==> config.mk <==
export PLATFORM = sky130hd
export DESIGN_NAME = acq_frame_ctrl
export DESIGN_NICKNAME = d
export VERILOG_FILES = /design/src/rtl/acq_pkg.sv /design/src/rtl/acq_rate_gen.sv /design/src/rtl/acq_frame_track.sv /design/src/rtl/acq_frame_ctrl.sv
export SDC_FILE = /design/constraint.sdc
export NUM_CORES = 1
export LEC_CHECK = 0
export BUFFER_PORTS_ARGS = -buffer_cell sky130_fd_sc_hd__buf_2
export CORE_AREA = 2 2 75 77
export DETAILED_ROUTE_END_ITERATION = 12
export DIE_AREA = 0 0 77 79
export PLACE_DENSITY = 0.84
export SLEW_MARGIN = 20
export SYNTH_ARGS = -nofsm -noshare
export SYNTH_HDL_FRONTEND = slang
export SYNTH_SLANG_ARGS = --single-unit
==> constraint.sdc <==
create_clock -name clk -period 4.9 [get_ports clk]
set_clock_uncertainty 0.1 [all_clocks]
set_input_delay 0 -clock clk [delete_from_list [all_inputs] [get_ports clk]]
set_output_delay 0 -clock clk [all_outputs]
set_load 0.01 [all_outputs]
==> src/rtl/acq_pkg.sv <==
package acq_pkg;

    typedef enum logic [0:0] {
        ST_IDLE = 1'b0,
        ST_RUN  = 1'b1
    } acq_state_e;

    localparam logic [1:0] SEL_CFG   = 2'd0;
    localparam logic [1:0] SEL_FRAME = 2'd1;
    localparam logic [1:0] SEL_COUNT = 2'd2;
    localparam logic [1:0] SEL_GO    = 2'd3;

    localparam int CFG_SIX_BIT = 5;
    localparam int CFG_EXT_BIT = 6;

    typedef struct packed {
        logic       ext_en;
        logic       six;
        logic [4:0] div;
    } acq_cfg_t;

endpackage

==> src/rtl/acq_rate_gen.sv <==
module acq_rate_gen #(
    parameter int DIV_W   = 5,
    parameter int DIV_MIN = 2,
    parameter int DIV_MAX = 16
) (
    input  logic             clk,
    input  logic             rst_n,
    input  logic             run,
    input  logic [DIV_W-1:0] div_sel,
    output logic             smp_clk,
    output logic             smp_en
);

    logic [DIV_W-1:0] eff;
    logic [DIV_W-1:0] cnt_q;
    logic             phase_q;
    logic             wrap;

    // Clamp the programmed divisor into the legal range.
    always_comb begin
        if (div_sel < DIV_W'(DIV_MIN)) begin
            eff = DIV_W'(DIV_MIN);
        end else if (div_sel > DIV_W'(DIV_MAX)) begin
            eff = DIV_W'(DIV_MAX);
        end else begin
            eff = div_sel;
        end
    end

    assign wrap = (cnt_q == eff - 1'b1);

    always_ff @(posedge clk or negedge rst_n) begin
        if (!rst_n) begin
            cnt_q   <= '0;
            phase_q <= 1'b0;
        end else if (!run) begin
            cnt_q   <= '0;
            phase_q <= 1'b0;
        end else if (wrap) begin
            cnt_q   <= '0;
            phase_q <= ~phase_q;
        end else begin
            cnt_q <= cnt_q + 1'b1;
        end
    end

    // The fixed divide by two gives a square clock; enable on the rising half.
    assign smp_en  = run & wrap & ~phase_q;
    assign smp_clk = run & phase_q;

endmodule

==> src/rtl/acq_frame_track.sv <==
module acq_frame_track #(
    parameter int FRAME_AW    = 13,
    parameter int BYTE_AW     = 3,
    parameter int CNT_W       = 16,
    parameter int SHORT_BYTES = 6
) (
    input  logic                clk,
    input  logic                rst_n,
    input  logic                ld_frame,
    input  logic                ld_count,
    input  logic [CNT_W-1:0]    ld_val,
    input  logic                arm,
    input  logic                step,
    input  logic                six_mode,
    output logic [FRAME_AW-1:0] frame_q,
    output logic [BYTE_AW-1:0]  byte_q,
    output logic                frame_end,
    output logic                cnt_last,
    output logic                cnt_zero
);

    localparam int FULL_BYTES = 2 ** BYTE_AW;

    logic [CNT_W-1:0]   cnt_q;
    logic [BYTE_AW-1:0] last_idx;

    assign last_idx  = six_mode ? BYTE_AW'(SHORT_BYTES - 1) : BYTE_AW'(FULL_BYTES - 1);
    assign frame_end = (byte_q == last_idx);
    assign cnt_last  = (cnt_q == CNT_W'(1));
    assign cnt_zero  = (cnt_q == '0);

    always_ff @(posedge clk or negedge rst_n) begin
        if (!rst_n) begin
            frame_q <= '0;
            byte_q  <= '0;
            cnt_q   <= '0;
        end else begin
            if (ld_frame) begin
                frame_q <= ld_val[FRAME_AW-1:0];
            end
            if (ld_count) begin
                cnt_q <= ld_val;
            end
            if (arm) begin
                byte_q <= '0;
            end else if (step) begin
                if (frame_end) begin
                    byte_q  <= '0;
                    frame_q <= frame_q + 1'b1;
                    cnt_q   <= cnt_q - 1'b1;
                end else begin
                    byte_q <= byte_q + 1'b1;
                end
            end
        end
    end

endmodule

==> src/rtl/acq_frame_ctrl.sv <==
module acq_frame_ctrl
    import acq_pkg::*;
#(
    parameter int FRAME_AW    = 13,
    parameter int BYTE_AW     = 3,
    parameter int CNT_W       = 16,
    parameter int DATA_W      = 8,
    parameter int DIV_W       = 5,
    parameter int DIV_MIN     = 2,
    parameter int DIV_MAX     = 16,
    parameter int SHORT_BYTES = 6,
    localparam int ADDR_W     = FRAME_AW + BYTE_AW
) (
    input  logic                clk,
    input  logic                rst_n,
    input  logic                reg_we,
    input  logic [1:0]          reg_sel,
    input  logic [CNT_W-1:0]    reg_wdata,
    input  logic                ext_start,
    input  logic [DATA_W-1:0]   smp_data,
    output logic [FRAME_AW-1:0] frame_addr_rd,
    output logic                ram_we,
    output logic [ADDR_W-1:0]   ram_addr,
    output logic [DATA_W-1:0]   ram_wdata,
    output logic                smp_clk,
    output logic                acquire,
    output logic                acq_event
);

    acq_state_e        state_q, state_d;
    acq_cfg_t          cfg_q;
    logic              idle;
    logic              host_wr;
    logic              start_req;
    logic              arm;
    logic              smp_en;
    logic              running;
    logic [BYTE_AW-1:0] byte_q;
    logic              frame_end;
    logic              cnt_last;
    logic              cnt_zero;

    assign idle    = (state_q == ST_IDLE);
    assign running = (state_q == ST_RUN);
    assign host_wr = reg_we & idle;

    // Exactly one start source is honoured, picked by the configuration.
    assign start_req = idle & (cfg_q.ext_en ? ext_start : (reg_we && reg_sel == SEL_GO));
    assign arm       = start_req & ~cnt_zero;

    always_ff @(posedge clk or negedge rst_n) begin
        if (!rst_n) begin
            cfg_q <= '0;
        end else if (host_wr && reg_sel == SEL_CFG) begin
            cfg_q.div    <= reg_wdata[DIV_W-1:0];
            cfg_q.six    <= reg_wdata[CFG_SIX_BIT];
            cfg_q.ext_en <= reg_wdata[CFG_EXT_BIT];
        end
    end

    acq_rate_gen #(
        .DIV_W  (DIV_W),
        .DIV_MIN(DIV_MIN),
        .DIV_MAX(DIV_MAX)
    ) u_rate (
        .clk    (clk),
        .rst_n  (rst_n),
        .run    (running),
        .div_sel(cfg_q.div),
        .smp_clk(smp_clk),
        .smp_en (smp_en)
    );

    acq_frame_track #(
        .FRAME_AW   (FRAME_AW),
        .BYTE_AW    (BYTE_AW),
        .CNT_W      (CNT_W),
        .SHORT_BYTES(SHORT_BYTES)
    ) u_track (
        .clk      (clk),
        .rst_n    (rst_n),
        .ld_frame (host_wr && reg_sel == SEL_FRAME),
        .ld_count (host_wr && reg_sel == SEL_COUNT),
        .ld_val   (reg_wdata),
        .arm      (arm),
        .step     (smp_en),
        .six_mode (cfg_q.six),
        .frame_q  (frame_addr_rd),
        .byte_q   (byte_q),
        .frame_end(frame_end),
        .cnt_last (cnt_last),
        .cnt_zero (cnt_zero)
    );

    // State register
    always_ff @(posedge clk or negedge rst_n) begin
        if (!rst_n) begin
            state_q <= ST_IDLE;
        end else begin
            state_q <= state_d;
        end
    end

    // Next state: ARM, REJECT (zero count stays idle), FINISH
    always_comb begin
        state_d = state_q;
        unique case (state_q)
            ST_IDLE: begin
                if (arm) begin
                    state_d = ST_RUN;
                end
            end
            ST_RUN: begin
                if (smp_en && frame_end && cnt_last) begin
                    state_d = ST_IDLE;
                end
            end
            default: state_d = ST_IDLE;
        endcase
    end

    // Outputs
    always_comb begin
        acquire   = running;
        acq_event = ~running;
        ram_we    = smp_en;
        ram_addr  = {frame_addr_rd, byte_q};
        ram_wdata = smp_data;
    end

endmodule

# Word level (Yosys, flattened, before mapping)
# Cells that the tools add are included.
[op_classes] eq_ne=7 n_lt_le_gt_ge=2 n_mux=22 add_sub_neg=5 n_reduce_logical=9 bitwise_logic=9
[ops] cell="16-bit 2-to-1 mux" n=4
[ops] cell="13-bit 2-to-1 mux" n=4
[ops] cell="5-bit 2-to-1 mux" n=4
[ops] cell="16-bit by 1-bit equality test with 1-bit output, second input constant" n=1
[ops] cell="16-bit logical NOT" n=1
[ops] cell="16-bit by 1-bit subtractor with 16-bit output, second input constant" n=1
[ops] cell="13-bit by 1-bit adder with 13-bit output, second input constant" n=1
[ops] cell="3-bit 2-to-1 mux" n=3
[ops] cell="1-bit bitwise AND" n=6
[ops] cell="1-bit logical AND" n=6
[ops] cell="5-bit by 1-bit adder with 5-bit output, second input constant" n=1
[ops] cell="5-bit equality test" n=1
[ops] cell="5-bit greater-than comparator, second input constant" n=1
[ops] cell="5-bit by 2-bit < comparator with 1-bit output, second input constant" n=1
[ops] cell="1-bit 2-to-1 mux" n=5
[ops] cell="5-bit by 1-bit subtractor with 5-bit output, second input constant" n=1
[ops] cell="2-bit equality test, second input constant" n=2
[ops] cell="3-bit by 1-bit adder with 3-bit output, second input constant" n=1
[ops] cell="3-bit equality test" n=1
[ops] cell="1-bit inverter" n=3
[ops] cell="2-bit by 1-bit equality test with 1-bit output, second input constant" n=1
[ops] cell="2-bit logical NOT" n=1
[ops] cell="2-bit 2-to-1 mux" n=1
[ops] cell="2-bit by 1-bit != test with 1-bit output, second input constant" n=1
[ops] cell="2 further kinds" n=2
[word_totals] ff_bits=46 output_inout_bits=41 wordCells=63

# Logic depth before layout (Yosys ltp)
# Gate-level depths: netlist (run 1).
[logic_depth] ltp_word=11 ltp_mapped=13

# Modules after synthesis
# From an unflattened synthesis (run 1), not the netlist that was laid out.
[unflattened] hier_cells=300 hier_area_um2=2821.5
[modules_own_cells] module="acq_frame_track" cells_each=210 instances=1 area_per_inst_um2=1891.8
[modules_own_cells] module="acq_frame_ctrl" cells_each=47 instances=1 area_per_inst_um2=521.8
[modules_own_cells] module="acq_rate_gen" cells_each=43 instances=1 area_per_inst_um2=407.9

# Worst setup path before layout (run 1)
# Ideal clock, no wire load.
[synth_path] path_kind="register to register" startpoint="register cfg_q[2] (netlist bit)" endpoint="register u_track.cnt_q[8]" setup_time_ns=0.119 arrival_ns=2.898 stages_incl_launch_ff=13 t_required_ns=4.681 synth_period_minus_slack_ns=3.117 n_path_buf=3 setup_slack_ns=1.783 path_cell_list="dfrtp_1 buf_6 or3_1 nand2_1 ha_1 or4b_4 a31oi_4 and3_1 and3_1 buf_6 buf_12 mux2_1 o21a_1"
[synth_via] elab_chain_cells=9
[synth_rtl] item="start: declaration" line_no="acq_frame_ctrl.sv:31" text="acq_cfg_t cfg_q;"
[synth_rtl] item="5-bit greater-than comparator" line_no="acq_rate_gen.sv:23" text="end else if (div_sel > DIV_W'(DIV_MAX)) begin"
[synth_rtl] item="5-bit 2-to-1 mux" line_no="acq_rate_gen.sv:23"
[synth_rtl] item="5-bit 2-to-1 mux (*)" line_no="acq_rate_gen.sv:21" text="if (div_sel < DIV_W'(DIV_MIN)) begin"
[synth_rtl] item="5-bit by 1-bit subtractor with 5-bit output (*)" line_no="acq_rate_gen.sv:30" text="assign wrap = (cnt_q == eff - 1'b1);"
[synth_rtl] item="5-bit equality test (*)" line_no="acq_rate_gen.sv:30"
[synth_rtl] item="1-bit bitwise AND (*) (2 in a row)" line_no="acq_rate_gen.sv:48" text="assign smp_en = run & wrap & ~phase_q;"
[synth_rtl] item="16-bit 2-to-1 mux (*)" line_no="acq_frame_track.sv:46" text="end else if (step) begin"
[synth_rtl] item="16-bit 2-to-1 mux (*)" line_no="acq_frame_track.sv:44" text="if (arm) begin"
[synth_rtl] item="end signal: assignment" line_no="acq_frame_track.sv:42" text="cnt_q <= ld_val;"
[synth_rtl] item="end signal: assignment" line_no="acq_frame_track.sv:50" text="cnt_q <= cnt_q - 1'b1;"
[synth_rtl] item="end: declaration" line_no="acq_frame_track.sv:24" text="logic [CNT_W-1:0] cnt_q;"
# Every way passes the cells marked *; elsewhere a longest branch is shown, timed or not.
# A chain may end at the register's enable or synchronous reset.

# Final worst setup path (run 1)
[layout_path] startpoint="register cfg_q[2] (netlist bit)" endpoint="register u_track.frame_q[8]"
[layout_via] elab_chain_cells=9
[layout_rtl] item="5-bit greater-than comparator" line_no="acq_rate_gen.sv:23"
[layout_rtl] item="5-bit 2-to-1 mux" line_no="acq_rate_gen.sv:23"
[layout_rtl] item="5-bit 2-to-1 mux (*)" line_no="acq_rate_gen.sv:21"
[layout_rtl] item="5-bit by 1-bit subtractor with 5-bit output (*)" line_no="acq_rate_gen.sv:30"
[layout_rtl] item="5-bit equality test (*)" line_no="acq_rate_gen.sv:30"
[layout_rtl] item="1-bit bitwise AND (*) (2 in a row)" line_no="acq_rate_gen.sv:48"
[layout_rtl] item="13-bit 2-to-1 mux (*)" line_no="acq_frame_track.sv:46"
[layout_rtl] item="13-bit 2-to-1 mux (*)" line_no="acq_frame_track.sv:44"
[layout_rtl] item="end signal: assignment" line_no="acq_frame_track.sv:39" text="frame_q <= ld_val[FRAME_AW-1:0];"
[layout_rtl] item="end signal: assignment" line_no="acq_frame_track.sv:49" text="frame_q <= frame_q + 1'b1;"
[layout_rtl] item="end: declaration" line_no="acq_frame_track.sv:15" text="output logic [FRAME_AW-1:0] frame_q,"
# Marks and branches as above.

==> impl_metrics.env, run 1 <==
export IMPL_swShare=0.367
export IMPL_clk_pin_slew_ns=0.09
export IMPL_status="finished clean"
export IMPL_relSlewSlack=0.418
export IMPL_synthArstFlopShare=1.00
export IMPL_worstMarginPinSlew_ns=0.867
export IMPL_ys_ff_latch=46
export IMPL_dieArea_mm2=0.00608
export IMPL_synth_common_cells="dfrtp_1, nor2_1, buf_4"
export IMPL_clk_latency_ns=0.31
export IMPL_synth_flop_cell="dfrtp_1"
export IMPL_critical_path_class="register to register"
export IMPL_grt_pass1_vias=2427
export IMPL_netlist_area_mm2=0.00300
export IMPL_ys_top_cells_by_area="dfrtp_1, buf_4, nor2_1"
export IMPL_grt_max_degree=47
export IMPL_yosysTopAreaCell="dfrtp_1"
export IMPL_ys_types=49
export IMPL_p_int_mw=0.836
export IMPL_ys_warnings_count=0
export IMPL_cts_tree="built"
export IMPL_seq_area_mm2=0.00115
export IMPL_cp_end_kind="register"
export IMPL_h_tree_depth=2
export IMPL_drc=0
export IMPL_wire_per_inst_um=15.9
export IMPL_finalPower_mw=1.32
export IMPL_p_per_area_mw_per_mm2=379
export IMPL_die_height_um=79
export IMPL_antenna_left=0
export IMPL_root_buffer="clkbuf_8"
export IMPL_finalCritPeriodShare=0.757
export IMPL_drive_above_1_share=0.234
export IMPL_rows=27
export IMPL_num_fill_cells=455
export IMPL_crit_path_start="cfg_q[2]$_DFFE_PN0P_"
export IMPL_multi_input_area_mm2=0.00158
export IMPL_grt_setup_unrepaired="false"
export IMPL_holdCritStartpoint="reg_sel[1]"
export IMPL_r2r_slack_ns=1.19
export IMPL_p_clk_frac=0.213
export IMPL_routed_wl_mm=7.14
export IMPL_yosysSeqAreaShare=0.383
export IMPL_clock_fmax_mhz=269
export IMPL_combPwrFrac=0.342
export IMPL_n_antenna_cell=0
export IMPL_hpwl_mm=4.81
export IMPL_ir_worst_vdd_v=0.000240
export IMPL_startpoint_type="register"
export IMPL_viasPerCell=5.81
export IMPL_clockBufferDepth=2
export IMPL_antenna_found_initial=0
export IMPL_r2r_end="u_track.frame_q[8]$_DFF_PN0_"
export IMPL_cpMaxStageDelayCell="and3_2"
export IMPL_numPortBuffers=54
export IMPL_cp_max_fo=39
export IMPL_cts_resized=0
export IMPL_hold_path_class="primary input to register"
export IMPL_cts_sinks=46
export IMPL_cp_cell_sequence="or3_1, nand2_1, ha_1, or4b_4, a31oi_4, and3_1, and3_2, buf_4, mux2i_1, o221a_1"
export IMPL_die_width_um=77
export IMPL_nNetsFinal=411
export IMPL_setup_violations=0
export IMPL_vias=2601
export IMPL_r2r_start="cfg_q[2]$_DFFE_PN0P_"
export IMPL_area_growth_pct=16.2
export IMPL_postSynthAreaPerCell_um2=9.39
export IMPL_gp_congestion=0.825
export IMPL_start_util=0.563
export IMPL_core_mm2=0.00534
export IMPL_cts_buffers=5
export IMPL_grt_first_pass_wirelength_mm=11.7
export IMPL_max_cap_violations=0
export IMPL_slowest_delay_ns=0.73
export IMPL_seq_power_share=0.446
export IMPL_drt_initial_drc_count=254
export IMPL_synth_top_area_share=0.383
export IMPL_p_leak_nw=1.67
export IMPL_crit_end="u_track.frame_q[8]$_DFF_PN0_"
export IMPL_worstRegToRegCells=10
export IMPL_cp_data_required_time_ns=5.05
export IMPL_ioPinCount=71
export IMPL_arrival_ns=3.86
export IMPL_yosysMostFrequentCell="dfrtp_1"
export IMPL_totalNegativeSetupSlack_ns=0
export IMPL_firstDrtPassIters=4
export IMPL_gr_usage_all_layers=0.240
export IMPL_synth_nets=356
export IMPL_p_switching_mw=0.486
export IMPL_grt_ovfl_total=0
export IMPL_finalCriticalPeriod_ns=3.71
export IMPL_finalHoldViolCount=0
export IMPL_slew_viol_final=0
export IMPL_postSynthCellCount=320
export IMPL_synth_edf_count=0
## worst min path at each step
stage	to	depth (start not counted)	slack (ns)
floorplan	acquire$_DFF_PN0_	0	-0.40
global placement	ram_wdata[2]	0	-0.1
detailed placement	ram_wdata[2]	0	-0.1
CTS	acquire$_DFF_PN0_	4	0.08
global route	acquire$_DFF_PN0_	4	0.10
finish	cfg_q[4]$_DFFE_PN0P_	4	0.06
## cell type report
class                           instances  area share
Multi-Input combinational cell        233       0.451
Clock inverter                          1     0.00860
Inverter                                8     0.00860
Clock buffer                            7      0.0219
Tap cell                               72      0.0258
Timing Repair Buffer                   81       0.154
Sequential cell                        46       0.330
## flip-flops by register name (all words and copies together), names as in the netlist
name             count
u_track.cnt_q       16
u_track.frame_q     13
cfg_q                7
u_rate.cnt_q         5
u_track.byte_q       3
acquire              1
u_rate.phase_q       1
## kinds of logic after synthesis
family                     synth area share
and+or+nand+nor                       0.230
AOI/OAI and AO/OA                     0.151
xor gates and xnor gates             0.0204
muxes                                0.0962
adders and majority gates            0.0250
DFF                                   0.383
buffers and inverters                0.0941
## stage by stage
stage	area, µm²	util	setup WS (ns)	cells	hold WS, ns
finish	3490	0.654	1.19	448	0.0601
global route	3490	0.654	0.969	448	0.103
CTS	3480	0.653	1.22	448	0.0802
detailed placement	3130	0.586	1.24	415	-0.0999
global placement	3130	0.586	1.35	415	-0.0999
floorplan	3000	-	1.78	320	-0.396
## power groups by stage
stage	Sequential, mW	Clock [mW]	Combinational [mW]
finish	0.589	0.281	0.452
global route	0.603	0.305	0.505
CTS	0.584	0.286	0.453
detailed placement	0.590	0	0.435
global placement	0.583	0	0.415
floorplan	0.574	0	0.334
## layer usage
metal | share of wire | wire length (µm) | vias up | global-route usage
li1 | - | - | 1250 | -
met1 | 0.45 | 3220 | 1261 | 0.311
met2 | 0.49 | 3470 | 80 | 0.412
met3 | 0.050 | 360 | 10 | 0.0500
met4 | 0.013 | 90 | 0 | 0.0661
met5 | 0 | 0 | - | 0
## what timing repair did
action                                 in CTS  in global routing
setup buffers                               0                  0
endpoints found under the hold margin      85                  0
hold buffers                               25                  0
## critical path, delay by kind of cell (launching register included)
| family | cells | cell delay [ns] |
|---|---|---|
| flops | 1 | 0.47 |
| simple gates | 5 | 1.93 |
| buf+inv | 1 | 0.30 |
| compound gates | 2 | 0.42 |
| mux | 1 | 0.21 |
| fa+ha+maj | 1 | 0.22 |
## cell usage in the layout, fill, tap and decap left out, types with 4 or more instances in the layout
master	netlist	layout
buf_2	0	53
dfrtp_1	46	46
nor2_1	34	34
dlygate4sd3_1	0	25
nand2_1	21	21
nand3_1	19	19
a21oi_1	13	13
nor3_1	14	13
mux2i_1	12	12
and3_1	12	11
inv_1	8	8
o21a_1	8	8
mux2_1	8	8
mux2_2	7	7
o221a_2	6	6
nor3_2	5	6
ha_1	6	6
xor2_1	5	5
nand4_1	5	5
clkbuf_8	0	5
or3_1	4	4
o21ai_0	4	4
a211o_1	4	4
nor4_1	4	4
a31oi_1	4	4
o21ai_1	4	4
Power figures use the tool's default switching activity.
==> run 2: changes to the inputs <==
--- a/config.mk
+++ b/config.mk
@@ -5,11 +5,12 @@
 export SDC_FILE = /design/constraint.sdc
 export NUM_CORES = 1
 export LEC_CHECK = 0
+export ABC_AREA = 1
 export BUFFER_PORTS_ARGS = -buffer_cell sky130_fd_sc_hd__buf_2
-export CORE_AREA = 2 2 75 77
+export CORE_AREA = 2 2 82 84
 export DETAILED_ROUTE_END_ITERATION = 12
-export DIE_AREA = 0 0 77 79
-export PLACE_DENSITY = 0.84
+export DIE_AREA = 0 0 84 86
+export PLACE_DENSITY = 0.75
 export SLEW_MARGIN = 20
 export SYNTH_ARGS = -nofsm -noshare
 export SYNTH_HDL_FRONTEND = slang
==> constraint.sdc (replaced) <==
create_clock -name clk -period 3 [get_ports clk]
set_clock_uncertainty 0.1 [all_clocks]
set_input_delay 0 -clock clk [delete_from_list [all_inputs] [get_ports clk]]
set_output_delay 0 -clock clk [all_outputs]
set_load 0.01 [all_outputs]
==> run 2 against run 1 <==
  * The run now ends with hold timing left
  * Final cell count up 23%
  * Wire length down 1.7%
  * Synthesized cell count is 33% higher
  * Hold slack got worse by 0.060 ns
  * Area after synthesis increased by 1.2%
  * Via count up 6.0%
  * Worst setup slack worse by 0.69 ns
  * Sequential power is 51% higher
  * Critical endpoint is now ram_we
  * Highest routed layer unchanged
==> impl_metrics.env, run 2 <==
export IMPL_status="finished, violations left"
export IMPL_violations="hold timing"
export IMPL_ir_worst_vdd_v=0.000430
export IMPL_h_tree_depth=2
export IMPL_core_mm2=0.00628
export IMPL_drt_initial_drc_count=145
export IMPL_die_width_um=84
export IMPL_finalCriticalPeriod_ns=2.50
export IMPL_max_cap_violations=0
export IMPL_cts_buffers=5
export IMPL_cp_data_required_time_ns=2.90
export IMPL_clock_fmax_mhz=400
export IMPL_cts_tree="built"
export IMPL_whs_ns=-0.000160
export IMPL_synthArstFlopShare=1.00
export IMPL_postSynthCellCount=424
export IMPL_grt_setup_unrepaired="false"
export IMPL_root_buffer="clkbuf_8"
export IMPL_layout_commonest_cell="nand2_1"
export IMPL_ys_top_cells_by_area="dfrtp_1, nand2_1, o21ai_0"
export IMPL_grt_pass1_vias=2541
export IMPL_largest_reg_flops=16
export IMPL_numPortBuffers=54
export IMPL_totalNegativeSetupSlack_ns=0
export IMPL_relSlewSlack=0.457
export IMPL_setup_violations=0
export IMPL_drc=0
export IMPL_grt_first_pass_wirelength_mm=11.6
export IMPL_post_cts_buffers=0
export IMPL_cts_sinks=46
export IMPL_startpoint_type="register"
export IMPL_yosysTopAreaCell="dfrtp_1"
export IMPL_dieArea_mm2=0.00722
export IMPL_cp_common_cell="nand2_1"
export IMPL_ys_ff_latch=46
export IMPL_p_clk_frac=0.214
export IMPL_cp_max_fo=5
export IMPL_layout_common_cells="nand2_1, o21ai_0, buf_2, inv_1, dfrtp_1"
export IMPL_wire_per_inst_um=12.7
export IMPL_yosysMostFrequentCell="nand2_1"
export IMPL_ys_types=27
export IMPL_synth_common_cells="nand2_1, o21ai_0, inv_1"
export IMPL_synth_nets=460
export IMPL_viasPerCell=4.99
export IMPL_synth_flop_cell="dfrtp_1"
export IMPL_firstDrtPassIters=5
export IMPL_slowest_delay_ns=0.44
export IMPL_hpwl_mm=4.82
export IMPL_drive_above_1_share=0.151
export IMPL_finalCritPeriodShare=0.834
export IMPL_antenna_found_initial=0
export IMPL_p_switching_mw=0.858
export IMPL_place_ws_ns=0.703
export IMPL_placed_area_mm2=0.00322
export IMPL_nNetsFinal=511
export IMPL_seq_power_share=0.399
export IMPL_clk_pin_slew_ns=0.10
export IMPL_yosysSeqAreaShare=0.378
export IMPL_synth_top_area_share=0.378
export IMPL_slew_viol_final=0
export IMPL_finalPower_mw=2.23
export IMPL_ioPinCount=71
export IMPL_regMostFlops="u_track.cnt_q"
export IMPL_crit_buf_inv=5
export IMPL_finalHoldViolCount=1
export IMPL_rows=29
export IMPL_gr_usage_all_layers=0.197
export IMPL_grt_ovfl_total=0
export IMPL_netlist_area_mm2=0.00304
export IMPL_ys_warnings_count=0
export IMPL_largestRegisters="u_track.cnt_q: 16 flops, u_track.frame_q: 13 flops, cfg_q: 7 flops"
export IMPL_arrival_ns=2.40
export IMPL_die_height_um=86
export IMPL_synth_edf_count=0
export IMPL_grt_max_degree=60
export IMPL_routed_wl_mm=7.02
export IMPL_cts_resized=0
export IMPL_critical_path_class="register to output pin"
export IMPL_postSynthAreaPerCell_um2=7.17
export IMPL_antenna_left=0
export IMPL_p_int_mw=1.37
export IMPL_cp_end_kind="output pin"
export IMPL_cp_top_family="simple AND/OR/NAND/NOR gates"
export IMPL_final_cell_area_mm2=0.00354
export IMPL_cpMaxStageDelayCell="dfrtp_1"
export IMPL_n_antenna_cell=0
export IMPL_vias=2757
export IMPL_area_growth_pct=16.5
export IMPL_setup_slack_ns=0.497
export IMPL_p_leak_nw=1.97
export IMPL_clockBufferDepth=2
export IMPL_swShare=0.385
export IMPL_start_util=0.485
export IMPL_gp_congestion=0.845
export IMPL_cp_cell_sequence="nor2_2, nand2_1, nand2_1, inv_1, ha_1, xor2_1, nand2_1, inv_1, nand2_1, nor2_2, nand2_1, inv_1, nand2_1, inv_1, buf_2"
export IMPL_combPwrFrac=0.387
export IMPL_hold_path_class="primary input to register"
export IMPL_clk_latency_ns=0.31
export IMPL_p_per_area_mw_per_mm2=629
export IMPL_worstMarginPinSlew_ns=0.813
[run 2: what timing repair did]
action / in CTS / in global routing
endpoints found under the hold margin: 67 / 0
endpoints found under the setup margin: 0 / 0
hold buffers: 21 / 0
[run 2: per-layer routing]
layer | wire length (µm) | GRT usage | part of all wire
met4 | 95 | 0.0601 | 0.014
met1 | 3130 | 0.246 | 0.45
met2 | 3530 | 0.356 | 0.50
met5 | 0 | 0 | 0
met3 | 254 | 0.0269 | 0.036
[run 2: final timing paths]
kind / start / cells after the start / endpoint / slack [ns]
min reg2reg: cfg_q[6]$_DFFE_PN0P_ / 2 / cfg_q[6]$_DFFE_PN0P_ / 0.41
max: cfg_q[4]$_DFFE_PN0P_ / 15 / ram_we / 0.50
min in group asynchronous: rst_n / 2 / u_rate.cnt_q[4]$_DFF_PN0_ / 0.14
max in group asynchronous: rst_n / 2 / u_track.cnt_q[7]$_DFF_PN0_ / 2.26
max reg2reg: cfg_q[4]$_DFFE_PN0P_ / 16 / acquire$_DFF_PN0_ / 0.69
min: reg_wdata[11] / 5 / u_track.frame_q[11]$_DFF_PN0_ / -0.0002
[run 2: cell families (layout without fill, tap and decap cells)]
| group | after synthesis | in the layout | synth area share |
|---|---|---|---|
| AO/OA/AOI/OAI | 70 | 70 | 0.116 |
| multiplexers | 2 | 2 | 0.00740 |
| AND/OR/NAND/NOR | 186 | 186 | 0.255 |
| buffers and inverters | 86 | 138 | 0.137 |
| adder cells (fa/ha/maj) | 6 | 6 | 0.0247 |
| XOR/XNOR | 28 | 28 | 0.0806 |
| flip-flops | 46 | 46 | 0.378 |
[run 2: per-stage QoR]
stage,utilization,std cells,hold slack (ns)
global route,0.564,553,0.0456
floorplan,-,424,-0.396
global placement,0.512,524,-0.0999
CTS,0.564,553,0.00422
finish,0.564,553,-0.000160
detailed placement,0.512,524,-0.0999
[run 2: worst register-to-register path: stages, from the launching register on]
cell and delay [ns]:
dfrtp_1 0.44, nor2_2 0.13, nand2_1 0.10, nand2_1 0.09, inv_1 0.04, ha_1 0.19
inv_1 0.10, nor2_1 0.05, nand2_1 0.07, nand2_1 0.05, nand2_1 0.05, nand2_1 0.04
nor2_1 0.15, nand4_2 0.15, buf_12 0.22, o21bai_1 0.14, nand2_1 0.07
[run 2: power by group through the flow]
stage | logic, mW | clock network (mW) | registers (mW)
2_1_floorplan | 0.638 | 0 | 0.891
3_3_place_gp | 0.804 | 0 | 0.890
3_5_place_dp | 0.831 | 0 | 0.898
4_1_cts | 0.861 | 0.487 | 0.886
5_1_grt | 0.999 | 0.504 | 0.908
6_report | 0.863 | 0.477 | 0.889
[run 2: area by class of cell]
type	count	area (µm²)
Clock inverter	3	43.8
Clock buffer	5	68.8
Timing Repair Buffer	77	510
Fill cell	589	2740
Sequential cell	46	1150
Multi-Input combinational cell	292	1470
Tap cell	77	96.3
Inverter	53	199
==> run 3: changes to the inputs <==
--- a/config.mk
+++ b/config.mk
@@ -5,7 +5,7 @@
 export SDC_FILE = /design/constraint.sdc
 export NUM_CORES = 1
 export LEC_CHECK = 0
-export ABC_AREA = 1
+export ABC_AREA = 0
 export BUFFER_PORTS_ARGS = -buffer_cell sky130_fd_sc_hd__buf_2
 export CORE_AREA = 2 2 82 84
 export DETAILED_ROUTE_END_ITERATION = 12
==> constraint.sdc (replaced) <==
create_clock -name clk -period 2.15 [get_ports clk]
set_clock_uncertainty 0.1 [all_clocks]
set_input_delay 0 -clock clk [delete_from_list [all_inputs] [get_ports clk]]
set_output_delay 0 -clock clk [all_outputs]
set_load 0.01 [all_outputs]
==> run 3 against run 2 <==
  * The flow finishes with violations (setup timing)
  * Via count rose by 7.1%
  * Hold slack improved by 0.12 ns
  * Die area did not move
  * Worst setup slack got worse by 1.3 ns
  * Wire length rose by 28%
  * Global-route usage rose by 5.6 points
  * Non-clock buffer count rose by 61
  * Count of clock-buffer cells in the layout rose by 1
  * Design area rose by 21%
  * Sequential power rose by 46%
  * Critical path depth fell by 5
  * Sequential cell count did not move
  * Critical path type is now register to register
  * Largest cell class unchanged
==> impl_metrics.env, run 3 (synthesis results as in run 1) <==
export IMPL_p_switching_mw=1.33
export IMPL_dp_cells=461
export IMPL_cts_sinks=46
export IMPL_grt_first_pass_wirelength_mm=14.7
export IMPL_grt_ovfl_total=0
export IMPL_p_int_mw=2.23
export IMPL_critical_path_class="register to register"
export IMPL_hold_path_class="primary input to register"
export IMPL_nNetsFinal=468
export IMPL_layout_common_cells="buf_2, dfrtp_1, buf_4, nor2_1, dlygate4sd3_1"
export IMPL_start_util=0.479
export IMPL_finalCritPeriodShare=1.39
export IMPL_wire_per_inst_um=17.6
export IMPL_largestRegisters="u_track.cnt_q: 16 flops, u_track.frame_q: 13 flops, cfg_q: 7 flops"
export IMPL_drive_above_1_share=0.413
export IMPL_max_cap_violations=0
export IMPL_root_buffer="clkbuf_8"
export IMPL_n_antenna_cell=0
export IMPL_p_clk_frac=0.185
export IMPL_antenna_found_initial=0
export IMPL_ir_worst_vdd_v=0.000775
export IMPL_largest_reg_flops=16
export IMPL_ioPinCount=71
export IMPL_finalCriticalPeriod_ns=2.98
export IMPL_hpwl_mm=5.78
export IMPL_grt_max_degree=25
export IMPL_combPwrFrac=0.450
export IMPL_dieArea_mm2=0.00722
export IMPL_finalPower_mw=3.56
export IMPL_p_leak_nw=2.03
export IMPL_clock_fmax_mhz=335
export IMPL_slew_viol_final=0
export IMPL_area_growth_pct=42.5
export IMPL_num_fill_cells=446
export IMPL_regMostFlops="u_track.cnt_q"
export IMPL_p_per_area_mw_per_mm2=832
export IMPL_numPortBuffers=54
export IMPL_startpoint_type="register"
export IMPL_swShare=0.374
export IMPL_gp_congestion=0.846
export IMPL_finalHoldViolCount=0
export IMPL_die_width_um=84
export IMPL_firstDrtPassIters=4
export IMPL_drt_initial_drc_count=209
export IMPL_clk_pin_slew_ns=0.09
export IMPL_seq_power_share=0.365
export IMPL_layout_commonest_cell="buf_2"
export IMPL_worstMarginPinSlew_ns=0.707
export IMPL_rows=29
export IMPL_violations="setup timing"
export IMPL_stdcell_count=510
export IMPL_routed_wl_mm=8.98
export IMPL_clk_latency_ns=0.31
export IMPL_clockBufferDepth=2
export IMPL_viasPerCell=5.79
export IMPL_relSlewSlack=0.529
export IMPL_gr_usage_all_layers=0.253
export IMPL_grt_pass1_vias=3031
export IMPL_antenna_left=0
export IMPL_grt_setup_unrepaired="true"
export IMPL_setup_violations=40
export IMPL_die_height_um=86
export IMPL_arrival_ns=3.08
export IMPL_drc=0
export IMPL_cp_max_fo=11
export IMPL_setup_slack_ns=-0.832
export IMPL_status="finished, violations left"
export IMPL_cts_buffers=5
export IMPL_cp_end_kind="register"
export IMPL_place_ws_ns=-0.860
export IMPL_cts_tree="built"
export IMPL_cp_data_required_time_ns=2.25
export IMPL_core_mm2=0.00628
export IMPL_h_tree_depth=2
export IMPL_vias=2954
run 3: per-stage QoR:
step                       util  cell area, µm²  setup TNS, ns  hold slack (ns)
final                     0.682            4280         -24.99            0.115
after floorplan               -            3050         -19.90           -0.396
after global placement    0.557            3500         -19.40          -0.0999
after detailed placement  0.557            3500         -22.12          -0.0999
after CTS                 0.668            4190         -24.18            0.109
after global routing      0.682            4280         -27.61            0.143
run 3: power by group through the flow:
stage | sequential (mW) | combinational [mW] | clock [mW]
3_5_place_dp | 1.29 | 1.26 | 0
2_1_floorplan | 1.31 | 0.772 | 0
4_1_cts | 1.28 | 1.50 | 0.669
6_report | 1.30 | 1.60 | 0.658
5_1_grt | 1.33 | 1.74 | 0.703
3_3_place_gp | 1.28 | 1.21 | 0
run 3: critical path, cell delays in order (launching register included):
cell     delay [ns]
dfrtp_1        0.39
or3_4          0.41
nand2_4        0.08
ha_4           0.12
or4b_4         0.47
a31oi_4        0.16
and3_4         0.20
and3_4         0.21
buf_12         0.14
mux2_1         0.33
o221a_2        0.25
run 3: area by class of cell:
| type | instances | area [µm²] | area share |
|---|---|---|---|
| sequential | 46 | 1150 | 0.269 |
| clock inverter | 2 | 37.5 | 0.00877 |
| clock buffer | 6 | 72.6 | 0.0170 |
| timing repair buffer | 138 | 1100 | 0.258 |
| inverter | 8 | 30.0 | 0.00702 |
| multi-input combinational | 233 | 1790 | 0.418 |
| tap | 77 | 96.3 | 0.0225 |
run 3: worst paths after layout:
kind | startpoint | endpoint | slack, ns | cells after the start
max | cfg_q[3]$_DFFE_PN0P_ | u_track.cnt_q[6]$_DFF_PN0_ | -0.83 | 10
min | reg_sel[0] | cfg_q[4]$_DFFE_PN0P_ | 0.11 | 5
max reg2reg | cfg_q[3]$_DFFE_PN0P_ | u_track.cnt_q[6]$_DFF_PN0_ | -0.83 | 10
min reg2reg | u_track.byte_q[2]$_DFFE_PN0P_ | u_track.byte_q[2]$_DFFE_PN0P_ | 0.41 | 1
max in group asynchronous | rst_n | acquire$_DFF_PN0_ | 1.29 | 3
min in group asynchronous | rst_n | u_track.frame_q[12]$_DFF_PN0_ | 0.12 | 2
run 3: metal layers:
| layer | up-vias | wire (µm) | global-route usage |
|---|---|---|---|
| met4 | 0 | 158 | 0.0953 |
| met5 | - | 0 | 0 |
| li1 | 1376 | - | - |
| met1 | 1449 | 3690 | 0.312 |
| met2 | 114 | 4650 | 0.446 |
| met3 | 15 | 492 | 0.0414 |
run 3: repair_timing:
action	4_1_cts	5_1_grt
hold endpoints to repair	74	0
hold buffers	25	0
gates cloned	2	0
setup endpoints to repair	40	40
setup buffers	16	0
pin swaps	16	7
gates resized for setup	33	22
